File: config.mk
export PLATFORM = sky130hd
export DESIGN_NAME = dma_xfer_engine
export DESIGN_NICKNAME = d
export VERILOG_FILES = /design/src/rtl/dma_eng_pkg.sv /design/src/rtl/dma_cnt_step.sv /design/src/rtl/dma_phys_map.sv /design/src/rtl/dma_chan_seq.sv /design/src/rtl/dma_xfer_engine.sv
export SDC_FILE = /design/constraint.sdc
export NUM_CORES = 1
export LEC_CHECK = 0
export BUFFER_PORTS_ARGS = -buffer_cell sky130_fd_sc_hd__buf_2
export CAP_MARGIN = 15
export CORE_MARGIN = 2
export CORE_UTILIZATION = 55
export DETAILED_ROUTE_END_ITERATION = 6
export PLACE_DENSITY = 0.78
export SLEW_MARGIN = 30
export SYNTH_ARGS = -nofsm -noshare
export SYNTH_HDL_FRONTEND = slang
export SYNTH_SLANG_ARGS = --single-unit
File: constraint.sdc
create_clock -name clk -period 2.1 [get_ports clk]
set_input_delay 0.105 -clock clk [delete_from_list [all_inputs] [get_ports clk]]
set_output_delay 0.105 -clock clk [all_outputs]
set_load 0.03 [all_outputs]
File: src/rtl/dma_eng_pkg.sv
package dma_eng_pkg;
    parameter int CNT_W  = 16;
    parameter int PAGE_W = 8;
    localparam int PHYS_W = CNT_W + PAGE_W;

    typedef struct packed {
        logic [CNT_W-1:0]  base_addr;
        logic [CNT_W-1:0]  cur_addr;
        logic [CNT_W-1:0]  base_cnt;
        logic [CNT_W-1:0]  cur_cnt;
        logic [PAGE_W-1:0] page;
        logic              mask;
        logic              tc;
    } chan_state_t;
endpackage

File: src/rtl/dma_cnt_step.sv
module dma_cnt_step
    import dma_eng_pkg::*;
(
    input  logic [CNT_W-1:0] addr_in,
    input  logic [CNT_W-1:0] cnt_in,
    output logic [CNT_W-1:0] addr_nxt,
    output logic [CNT_W-1:0] cnt_nxt,
    output logic             last
);
    localparam logic [CNT_W-1:0] ONE = CNT_W'(1);

    // Address wraps inside the 16-bit counter; no carry leaves this module.
    assign addr_nxt = addr_in + ONE;
    assign cnt_nxt  = cnt_in - ONE;
    assign last     = (cnt_in == '0);
endmodule

File: src/rtl/dma_phys_map.sv
module dma_phys_map
    import dma_eng_pkg::*;
#(
    parameter bit WORD_MODE = 1'b0
) (
    input  logic [PAGE_W-1:0] page,
    input  logic [CNT_W-1:0]  addr,
    output logic [PHYS_W-1:0] phys
);
    generate
        if (WORD_MODE) begin : g_word
            assign phys = {page[PAGE_W-1:1], addr, 1'b0};
        end else begin : g_byte
            assign phys = {page, addr};
        end
    endgenerate
endmodule

File: src/rtl/dma_chan_seq.sv
module dma_chan_seq
    import dma_eng_pkg::*;
(
    input  logic              clk,
    input  logic              rst_n,
    input  logic              load_base,
    input  logic [CNT_W-1:0]  base_addr_in,
    input  logic [CNT_W-1:0]  base_cnt_in,
    input  logic              page_we,
    input  logic [PAGE_W-1:0] page_in,
    input  logic              auto_init,
    input  logic              unmask,
    input  logic              xfer_stb,
    output chan_state_t       st
);
    chan_state_t       st_d, st_q;
    logic [CNT_W-1:0]  addr_nxt, cnt_nxt;
    logic              last;

    dma_cnt_step u_step (
        .addr_in (st_q.cur_addr),
        .cnt_in  (st_q.cur_cnt),
        .addr_nxt(addr_nxt),
        .cnt_nxt (cnt_nxt),
        .last    (last)
    );

    always_comb begin
        st_d    = st_q;
        st_d.tc = 1'b0;
        if (page_we) begin
            st_d.page = page_in;
        end
        if (unmask) begin
            st_d.mask = 1'b0;
        end
        if (load_base) begin
            st_d.base_addr = base_addr_in;
            st_d.cur_addr  = base_addr_in;
            st_d.base_cnt  = base_cnt_in;
            st_d.cur_cnt   = base_cnt_in;
        end else if (xfer_stb && !st_q.mask) begin
            st_d.cur_addr = addr_nxt;
            st_d.cur_cnt  = cnt_nxt;
            if (last) begin
                st_d.tc = 1'b1;
                if (auto_init) begin
                    st_d.cur_addr = st_q.base_addr;
                    st_d.cur_cnt  = st_q.base_cnt;
                end else begin
                    st_d.mask = 1'b1;
                end
            end
        end
    end

    always_ff @(posedge clk) begin
        if (!rst_n) begin
            st_q      <= '0;
            st_q.mask <= 1'b1;
        end else begin
            st_q <= st_d;
        end
    end

    assign st = st_q;
endmodule

File: src/rtl/dma_xfer_engine.sv
module dma_xfer_engine
    import dma_eng_pkg::*;
#(
    parameter bit WORD_MODE = 1'b0
) (
    input  logic              clk,
    input  logic              rst_n,
    input  logic              load_base,
    input  logic [CNT_W-1:0]  base_addr_in,
    input  logic [CNT_W-1:0]  base_cnt_in,
    input  logic              page_we,
    input  logic [PAGE_W-1:0] page_in,
    input  logic              auto_init,
    input  logic              unmask,
    input  logic              xfer_stb,
    output logic [PHYS_W-1:0] phys_addr,
    output logic [CNT_W-1:0]  cur_cnt,
    output logic              masked,
    output logic              tc
);
    chan_state_t st;

    dma_chan_seq u_seq (
        .clk         (clk),
        .rst_n       (rst_n),
        .load_base   (load_base),
        .base_addr_in(base_addr_in),
        .base_cnt_in (base_cnt_in),
        .page_we     (page_we),
        .page_in     (page_in),
        .auto_init   (auto_init),
        .unmask      (unmask),
        .xfer_stb    (xfer_stb),
        .st          (st)
    );

    dma_phys_map #(.WORD_MODE(WORD_MODE)) u_map (
        .page(st.page),
        .addr(st.cur_addr),
        .phys(phys_addr)
    );

    assign cur_cnt = st.cur_cnt;
    assign masked  = st.mask;
    assign tc      = st.tc;
endmodule

Word-level counts from Yosys, hierarchy flattened:

Cells that the tools add are included.

* $add $sub $neg: 2
* mux-type cells: 13
* bitwise logic cells: 2
* reductions and logical operators: 5

Operator list (count)
* $mux 16: 8
* $add 16x1->16 const B: 1
* $logic_not 16->1: 1
* $sub 16x1->16 const B: 1
* $mux 2: 3
* $reduce_or 3->1: 1
* $mux 1: 2
* $not 1->1: 2
* $reduce_bool 2->1: 1
* $logic_and 1x1->1: 1
* $logic_not 1->1: 1

* register bits after elaboration: 74
* bits of input ports: 47
* output and inout bits: 42
* logic and storage cells: 29

Longest topological paths before layout:

Gate-level depths: netlist of run 1.

* depth in word-level cells: 5
* mapped depth: 8
* mapped depth without buffers: 7

Hierarchy:

From an unflattened synthesis of run 1, not the netlist that was laid out.

* cells, all modules: 422
* area total of the unflattened synthesis: 4056.4 um^2

By module, submodules not included
* dma_chan_seq: instances 1, cells each 322, area an instance 3359.5 um^2, seq. area each 1481.4 um^2
* dma_cnt_step: instances 1, cells each 76, area an instance 516.7 um^2, seq. area each 0.0 um^2
* dma_phys_map: instances 1, cells each 24, area an instance 180.2 um^2, seq. area each 0.0 um^2

Least setup slack after synthesis of run 1:

OpenSTA, ideal clock, no wires.

* path kind: register to register
* start point: reg u_seq.st_q (netlist bit u_seq.st[10])
* end point: reg u_seq.st_q (netlist bit u_seq.st[14])
* library setup time: 0.120 ns
* arrival: 1.738 ns
* data required time: 1.980 ns
* path slack: 0.242 ns
* cell stages (with the launch flop): 9
* buffers on the path: 1
* period minus slack after synthesis: 1.858 ns
* cells stage by stage: dfxtp_1 inv_1 ha_1 nor3b_1 and4_4 nand3_4 buf_6 o211ai_2 a21boi_1

* longest elaborated chain between the ends: 5
* elaborated cells between the ends (all ways): 6
* those cells by class: add/sub: 1; mux: 4; reduce/logical: 1

RTL lines
* start: declaration: line dma_chan_seq.sv:16 `chan_state_t st_d, st_q;`
* start signal: assignment: line dma_chan_seq.sv:62 `st_q <= st_d;`
* $sub 16x1->16: line dma_cnt_step.sv:14 `assign cnt_nxt = cnt_in - ONE;`
* $mux 16: line dma_chan_seq.sv:47 `if (auto_init) begin`
* $mux 16 (*): line dma_chan_seq.sv:45 `if (last) begin`
* $mux 16 (*): line dma_chan_seq.sv:42 `end else if (xfer_stb && !st_q.mask) begin`
* $mux 16 (*): line dma_chan_seq.sv:37 `if (load_base) begin`

Every way passes the cells marked *; elsewhere a longest branch is shown, timed or not. The select of a mux whose other input is x is not followed.
A chain may end at the register's enable or synchronous reset.

Worst setup path in the final report of run 1:

* start point: reg u_seq.st_q (netlist bit u_seq.st[10])
* end point: reg u_seq.st_q (netlist bit u_seq.st[55])

* longest elaborated chain between the ends: 4

RTL lines
* $logic_not 16->1: line dma_cnt_step.sv:15 `assign last = (cnt_in == '0);`
* $mux 16: line dma_chan_seq.sv:45
* $mux 16: line dma_chan_seq.sv:42
* $mux 16: line dma_chan_seq.sv:37

No other way between the ends. The select of a mux whose other input is x is not followed.

==> impl_metrics.py, run 1 <==
metrics = {
    "floorplanning": {
        "number_of_cell_rows": 31,
        "die_h_um": 90.20,
        "floorplan.core_area_sq_mm": 0.007214,
        "chipWidth_um": 90.20,
        "initial_core_util_pct": 56.64,
        "fp.dieArea_sq_mm": 0.008135,
        "ioPinCount": 89,
    },
    "clock_network": {
        "library_cell_used_as_clock_root_buffer": "clkbuf_8",
        "maximum_clock_path_buffer_count": 2,
        "tritoncts": "yes",
        "clkSlewWorstSetupHoldPaths_ns": 0.08,
        "cts_buffers": 9,
        "cts.sink_count": 74,
        "htree_num_levels": 3,
        "clkLatencyLatePin_ns": 0.36,
    },
    "route": {
        "route.detailed.vias_per_inst": 5.736,
        "route.antenna.remaining_nets": 0,
        "drtPass1Iterations": 5,
        "drt-initial-drc-count": 247,
        "routed_wl_um": 9952,
        "detail_route.drc_violations": 0,
        "detailroute.via_count": 3493,
        "avgRoutedWirePerCell_um": 16.34,
    },
    "placed_design": {
        "dp_slack_ns": 0.1115,
        "routabilityCongestion": 0.9242,
        "dp.final_hpwl_um": 7033,
        "io_buffers": 88,
    },
    "global_route": {
        "first_global_vias": 3351,
        "grt_antenna_before_repair": 0,
        "global_route.usage.total_pct": 24.71,
        "first_pass_grt_wire_length_um": 16330,
        "grt_max_degree": 40,
        "remaining_global_route_overflow": 0,
    },
    "setup_path": {
        "r2r_setup_slk_ns": 0.15,
        "critical_path_required_ns": 2.33,
        "criticalPathCategory": "register to register",
        "cp-start-kind": "register",
        "arrival_ns": 2.18,
        "worst_path_maximum_fanout": 7,
        "cp-end-kind": "register",
    },
    "synth": {
        "yosysUniqueCellTypes": 57,
        "synth.avg_cell_area_sq_um": 9.142,
        "netlist_instances": 447,
        "post_synth_adder_cell_area_pct": 0.6124,
        "synthesized_area_fraction_occupied_by_ao_oa_aoi_and_oai_cells_pct": 18.06,
        "post_synth_and_or_nand_nor_area_fraction_pct": 18.55,
        "synthesis.nets": 496,
        "synth_top_family_by_area": "simple AND/OR/NAND/NOR gates",
        "synthArstFlopShare_pct": 0,
        "synthXorXnorAreaFrac_pct": 4.715,
        "muxShareOfSynthArea_pct": 11.05,
        "synth.yosys.seq_area_share_pct": 36.25,
        "synthesis.area_sq_mm": 0.004086,
        "synth-main-ff-cell": "dfxtp_1",
        "synth_enable_flop_cells": 0,
        "postSynthRegisterBits": 74,
        "synthesis.yosys.warnings": 0,
    },
    "cells_and_area": {
        "final_cell_mix": "buf_2, dfxtp_1, mux2i_1, nor2b_1, nand2_1",
        "area_delta_synth_final_pct": 13.87,
        "post_route_cells_drive_above_1_share_pct": 27.06,
        "fin_nets": 554,
        "final.fill_count": 626,
        "leading_cell_type_in_the_layout_fill_and_taps_excluded": "buf_2",
        "flip_flop_count_of_the_largest_register_all_copies_and_words_added": 74,
        "antenna_cells_inserted": 0,
    },
    "run_status": {
        "run_status": "finished clean",
    },
    "flow_run": {
        "maxCapViolations": 0,
    },
    "timing": {
        "finalMaxSlewViolations": 0,
        "timing.fmax_mhz": 513.9,
        "timing.final.setup_violations": 0,
        "worst_slew_pin_slew_ns": 0.5004,
        "fin_skew_ns": 0.01002,
        "final.min_clock_period_ns": 1.946,
        "max_slew_margin_pct": 66.64,
        "setup_slack_ns": 0.1542,
        "finalHoldViolCount": 0,
        "final.period_utilization_pct": 92.66,
    },
    "power": {
        "p_leak_uw": 0.001993,
        "irDropWorstVdd_mv": 0.5387,
        "p_per_area_mw_per_mm2": 751.3,
        "overall_power_uw": 3496,
    },
    "hold_path": {
        "hold_path.class": "input port to register",
    },
}
critical path, stage by stage (launching register included):
cell and delay [ns]:
dfxtp_1 0.36, inv_1 0.07, ha_1 0.17, nor3b_2 0.21
and4_4 0.28, nand3_1 0.22, buf_4 0.25, nand3_2 0.11
o221ai_1 0.14
worst paths after layout:
check                       from           end  cells past startpoint
hold reg to reg     u_seq.st[59]  u_seq.st[43]                      2
hold / removal    base_cnt_in[7]  u_seq.st[33]                      3
setup reg to reg    u_seq.st[10]  u_seq.st[55]                      8
setup / recovery    u_seq.st[10]  u_seq.st[55]                      8
Yosys cell counts (3+ instances only):
library cell | count | area (sq um)
mux2i_1 | 44 | 440.4
clkbuf_1 | 20 | 75.07
nand4b_1 | 3 | 26.28
o221ai_1 | 17 | 148.9
buf_4 | 40 | 300.3
nor2b_1 | 41 | 256.5
xnor2_1 | 18 | 157.7
and4_1 | 3 | 26.28
a22o_1 | 12 | 105.1
a21boi_0 | 3 | 22.52
o211ai_1 | 5 | 37.54
nand2b_1 | 3 | 18.77
nand3_1 | 10 | 50.05
inv_1 | 5 | 18.77
dfxtp_1 | 74 | 1481
a21oi_1 | 11 | 55.05
o21ai_0 | 17 | 85.08
a22oi_1 | 5 | 37.54
nand4_1 | 6 | 37.54
nand2_1 | 25 | 93.84
o21ai_1 | 9 | 45.04
nor3_1 | 5 | 25.02
nor2_1 | 17 | 63.81
o22ai_1 | 3 | 18.77
buf_2 | 3 | 15.01
a31oi_1 | 3 | 18.77
a21boi_1 | 3 | 22.52
xor2_1 | 4 | 35.03
metrics by stage:
stage / utilization [%] / hold WS [ns] / std cells / instance area [sq um] / setup TNS, ns
2_1_floorplan: - / 0.2413 / 447 / 4086 / 0
3_3_place_gp: 60.61 / 0.3626 / 586 / 4373 / 0
3_5_place_dp: 60.61 / 0.3701 / 586 / 4373 / 0
4_1_cts: 64.43 / 0.007410 / 609 / 4648 / 0
5_1_grt: 64.50 / 0.03012 / 609 / 4653 / -0.009258
6_report: 64.50 / 0.01435 / 609 / 4653 / 0
cell type report:
type | instances | area (sq um) | share of cell area, %
tap | 99 | 123.9 | 2.662
clock buffer | 12 | 155.1 | 3.334
multi-input combinational | 301 | 2171 | 46.65
clock inverter | 4 | 50.05 | 1.076
inverter | 5 | 18.77 | 0.4033
timing repair buffer | 114 | 653.1 | 14.04
sequential | 74 | 1481 | 31.84
routing by layer:
layer  vias to the layer above  share of wire, %  GRT usage (%)
met5                         -                 0              0
met4                         0               1.3          7.949
met3                        15               6.4          6.454
met2                       136                47          40.35
met1                      1644                45          31.95
li1                       1698                 -              -
cell families after synthesis:
group                    Yosys count
AND/OR/NAND/NOR                  129
buffers and inverters             72
adder cells (fa/ha/maj)            2
multiplexers                      45
AO/OA/AOI/OAI                    103
XOR/XNOR                          22
flip-flops                        74
repair_timing:
item | in CTS | in global routing
endpoints found under the hold margin | 7 | 0
resized for setup | 0 | 1
hold buffers | 7 | 0
setup buffers | 0 | 0
setup endpoints to repair | 0 | 7
power by group:
group          total (uW)  leakage, uW  internal [uW]  switching, uW
logic                 737      0.00128            314            422
registers            1610     0.000612           1500            113
clock network        1150    0.0000986            612            536
No activity file was read; power rests on OpenSTA's default activity.
==> inputs of run 2 (changes only) <==
--- a/config.mk
+++ b/config.mk
@@ -10,7 +10,7 @@
 export CORE_MARGIN = 2
 export CORE_UTILIZATION = 55
 export DETAILED_ROUTE_END_ITERATION = 6
-export PLACE_DENSITY = 0.78
+export PLACE_DENSITY = 0.9
 export SLEW_MARGIN = 30
 export SYNTH_ARGS = -nofsm -noshare
 export SYNTH_HDL_FRONTEND = slang
==> run 2 against run 1 <==
Cell area fell by 1.4%. Hold slack improved by 0.0084 ns. Sequential share of layout area increased by 0.45 points. First-iteration DRC count shrank 19%. Largest power group unchanged.
==> impl_metrics.py, run 2 (synthesis gave the netlist of run 1 again) <==
metrics = {
    "run_status": {
        "run_status": "finished clean",
    },
    "floorplanning": {
        "die_h_um": 90.20,
        "number_of_cell_rows": 31,
        "ioPinCount": 89,
        "chipWidth_um": 90.20,
        "fp.dieArea_sq_mm": 0.008135,
        "initial_core_util_pct": 56.64,
        "floorplan.core_area_sq_mm": 0.007214,
    },
    "setup_path": {
        "arrival_ns": 2.15,
        "critical_path_required_ns": 2.34,
        "cp_top_family": "simple AND/OR/NAND/NOR gates",
        "crit_path_top_delay_cell": "dfxtp_1",
        "cp-end-kind": "register",
        "worstPathBufferInverterCount": 2,
        "worst_path_maximum_fanout": 8,
        "cp-start-kind": "register",
        "critical_path_cell_list": "inv_1 > ha_1 > nor3b_1 > and4_4 > nand3_1 > buf_4 > o221ai_1 > o21ai_1",
        "criticalPathCategory": "register to register",
        "cpPeakStageDelay_ns": 0.32,
    },
    "timing": {
        "rsz0062_at_grt": "no",
        "fin_skew_ns": 0.01011,
        "worst_slew_pin_slew_ns": 0.5006,
        "setup_slack_ns": 0.1933,
        "finalHoldViolCount": 0,
        "timing.setup.tns_ns": 0,
        "timing.fmax_mhz": 524.5,
        "hold_slack_final_ns": 0.02280,
        "final.period_utilization_pct": 90.80,
        "final.min_clock_period_ns": 1.907,
        "max_slew_margin_pct": 66.63,
        "finalMaxSlewViolations": 0,
        "timing.final.setup_violations": 0,
    },
    "clock_network": {
        "tritoncts": "yes",
        "htree_num_levels": 3,
        "post_cts_resize_count": 0,
        "cts_buffers": 9,
        "post_cts.repair.setup_buffers": 0,
        "clkSlewWorstSetupHoldPaths_ns": 0.08,
        "ctsHoldBuffers": 0,
        "clkLatencyLatePin_ns": 0.35,
        "cts.sink_count": 74,
        "library_cell_used_as_clock_root_buffer": "clkbuf_8",
        "maximum_clock_path_buffer_count": 2,
    },
    "cells_and_area": {
        "flip_flop_count_of_the_largest_register_all_copies_and_words_added": 74,
        "antenna_cells_inserted": 0,
        "leading_cell_type_in_the_layout_fill_and_taps_excluded": "buf_2",
        "fin_nets": 550,
        "post_route_cells_drive_above_1_share_pct": 27.72,
        "final.fill_count": 610,
        "area_delta_synth_final_pct": 12.28,
        "final_cell_mix": "buf_2, dfxtp_1, mux2i_1, nor2b_1, nand2_1",
    },
    "route": {
        "avgRoutedWirePerCell_um": 16.24,
        "drtPass1Iterations": 4,
        "routed_wl_um": 9809,
        "detail_route.drc_violations": 0,
        "detailroute.via_count": 3491,
        "drt-initial-drc-count": 201,
        "route.antenna.remaining_nets": 0,
        "route.detailed.vias_per_inst": 5.780,
    },
    "hold_path": {
        "hold_path.class": "input port to register",
    },
    "global_route": {
        "first_pass_grt_wire_length_um": 16570,
        "first_global_vias": 3439,
        "grt_antenna_before_repair": 0,
        "global_route.usage.total_pct": 24.67,
        "remaining_global_route_overflow": 0,
        "grt_max_degree": 40,
    },
    "placed_design": {
        "dp.final_hpwl_um": 6935,
        "io_buffers": 88,
        "dp_slack_ns": 0.2155,
        "routabilityCongestion": 0.9111,
    },
    "power": {
        "p_leak_uw": 0.001971,
        "irDropWorstVdd_mv": 0.3948,
        "p_per_area_mw_per_mm2": 750.4,
        "overall_power_uw": 3443,
    },
    "flow_run": {
        "maxCapViolations": 0,
    },
}
[run 2: cell count changes in the layout (fill, tap and decap cells not counted)]
| cell | delta |
|---|---|
| clkbuf_1 | -1 |
| dlygate4sd3_1 | -7 |
| buf_4 | +3 |
| nor3b_2 | -1 |
| clkbuf_8 | -1 |
| clkinv_2 | +1 |
| nor3b_1 | +1 |
[run 2: area by class of cell]
type                       count  area [sq um]  area share, %
inverter                       5         18.77         0.4091
clock inverter                 5         55.05          1.200
multi-input combinational    301          2166          47.20
clock buffer                  10         137.6          3.000
sequential                    74          1481          32.29
timing repair buffer         110         605.6          13.20
tap                           99         123.9          2.700
[run 2: tightest hold or removal path: stages]
cell and delay, ns:
buf_2 0.07, mux2i_1 0.05, nor2b_1 0.10
[run 2: where the power goes]
part           internal, uW  leakage, uW  switching [uW]
sequential             1500     0.000612             103
clock                   570    0.0000941             529
combinational           313      0.00126             429
total                  2380      0.00197            1060
[run 2: worst paths after layout]
| path | from | end | slack, ns | cells after the start |
|---|---|---|---|---|
| max | u_seq.st[10] | u_seq.st[21] | 0.19 | 8 |
| min | page_in[6] | u_seq.st[8] | 0.02 | 3 |
| max reg2reg | u_seq.st[10] | u_seq.st[21] | 0.19 | 8 |
| min reg2reg | u_seq.st[28] | u_seq.st[28] | 0.50 | 2 |
[run 2: layer usage]
layer | up-vias | GRT usage [%] | routed length, um
li1 | 1679 | - | -
met1 | 1634 | 32.79 | 4288
met2 | 164 | 40.91 | 4655
met3 | 14 | 4.191 | 723
met4 | 0 | 7.949 | 141
met5 | - | 0 | 0
[run 2: per-stage QoR]
stage	utilization, %	area, sq um	instances
2_1_floorplan	-	4086	447
3_3_place_gp	60.93	4395	589
3_5_place_dp	60.93	4395	589
4_1_cts	63.60	4588	604
5_1_grt	63.60	4588	604
6_report	63.60	4588	604
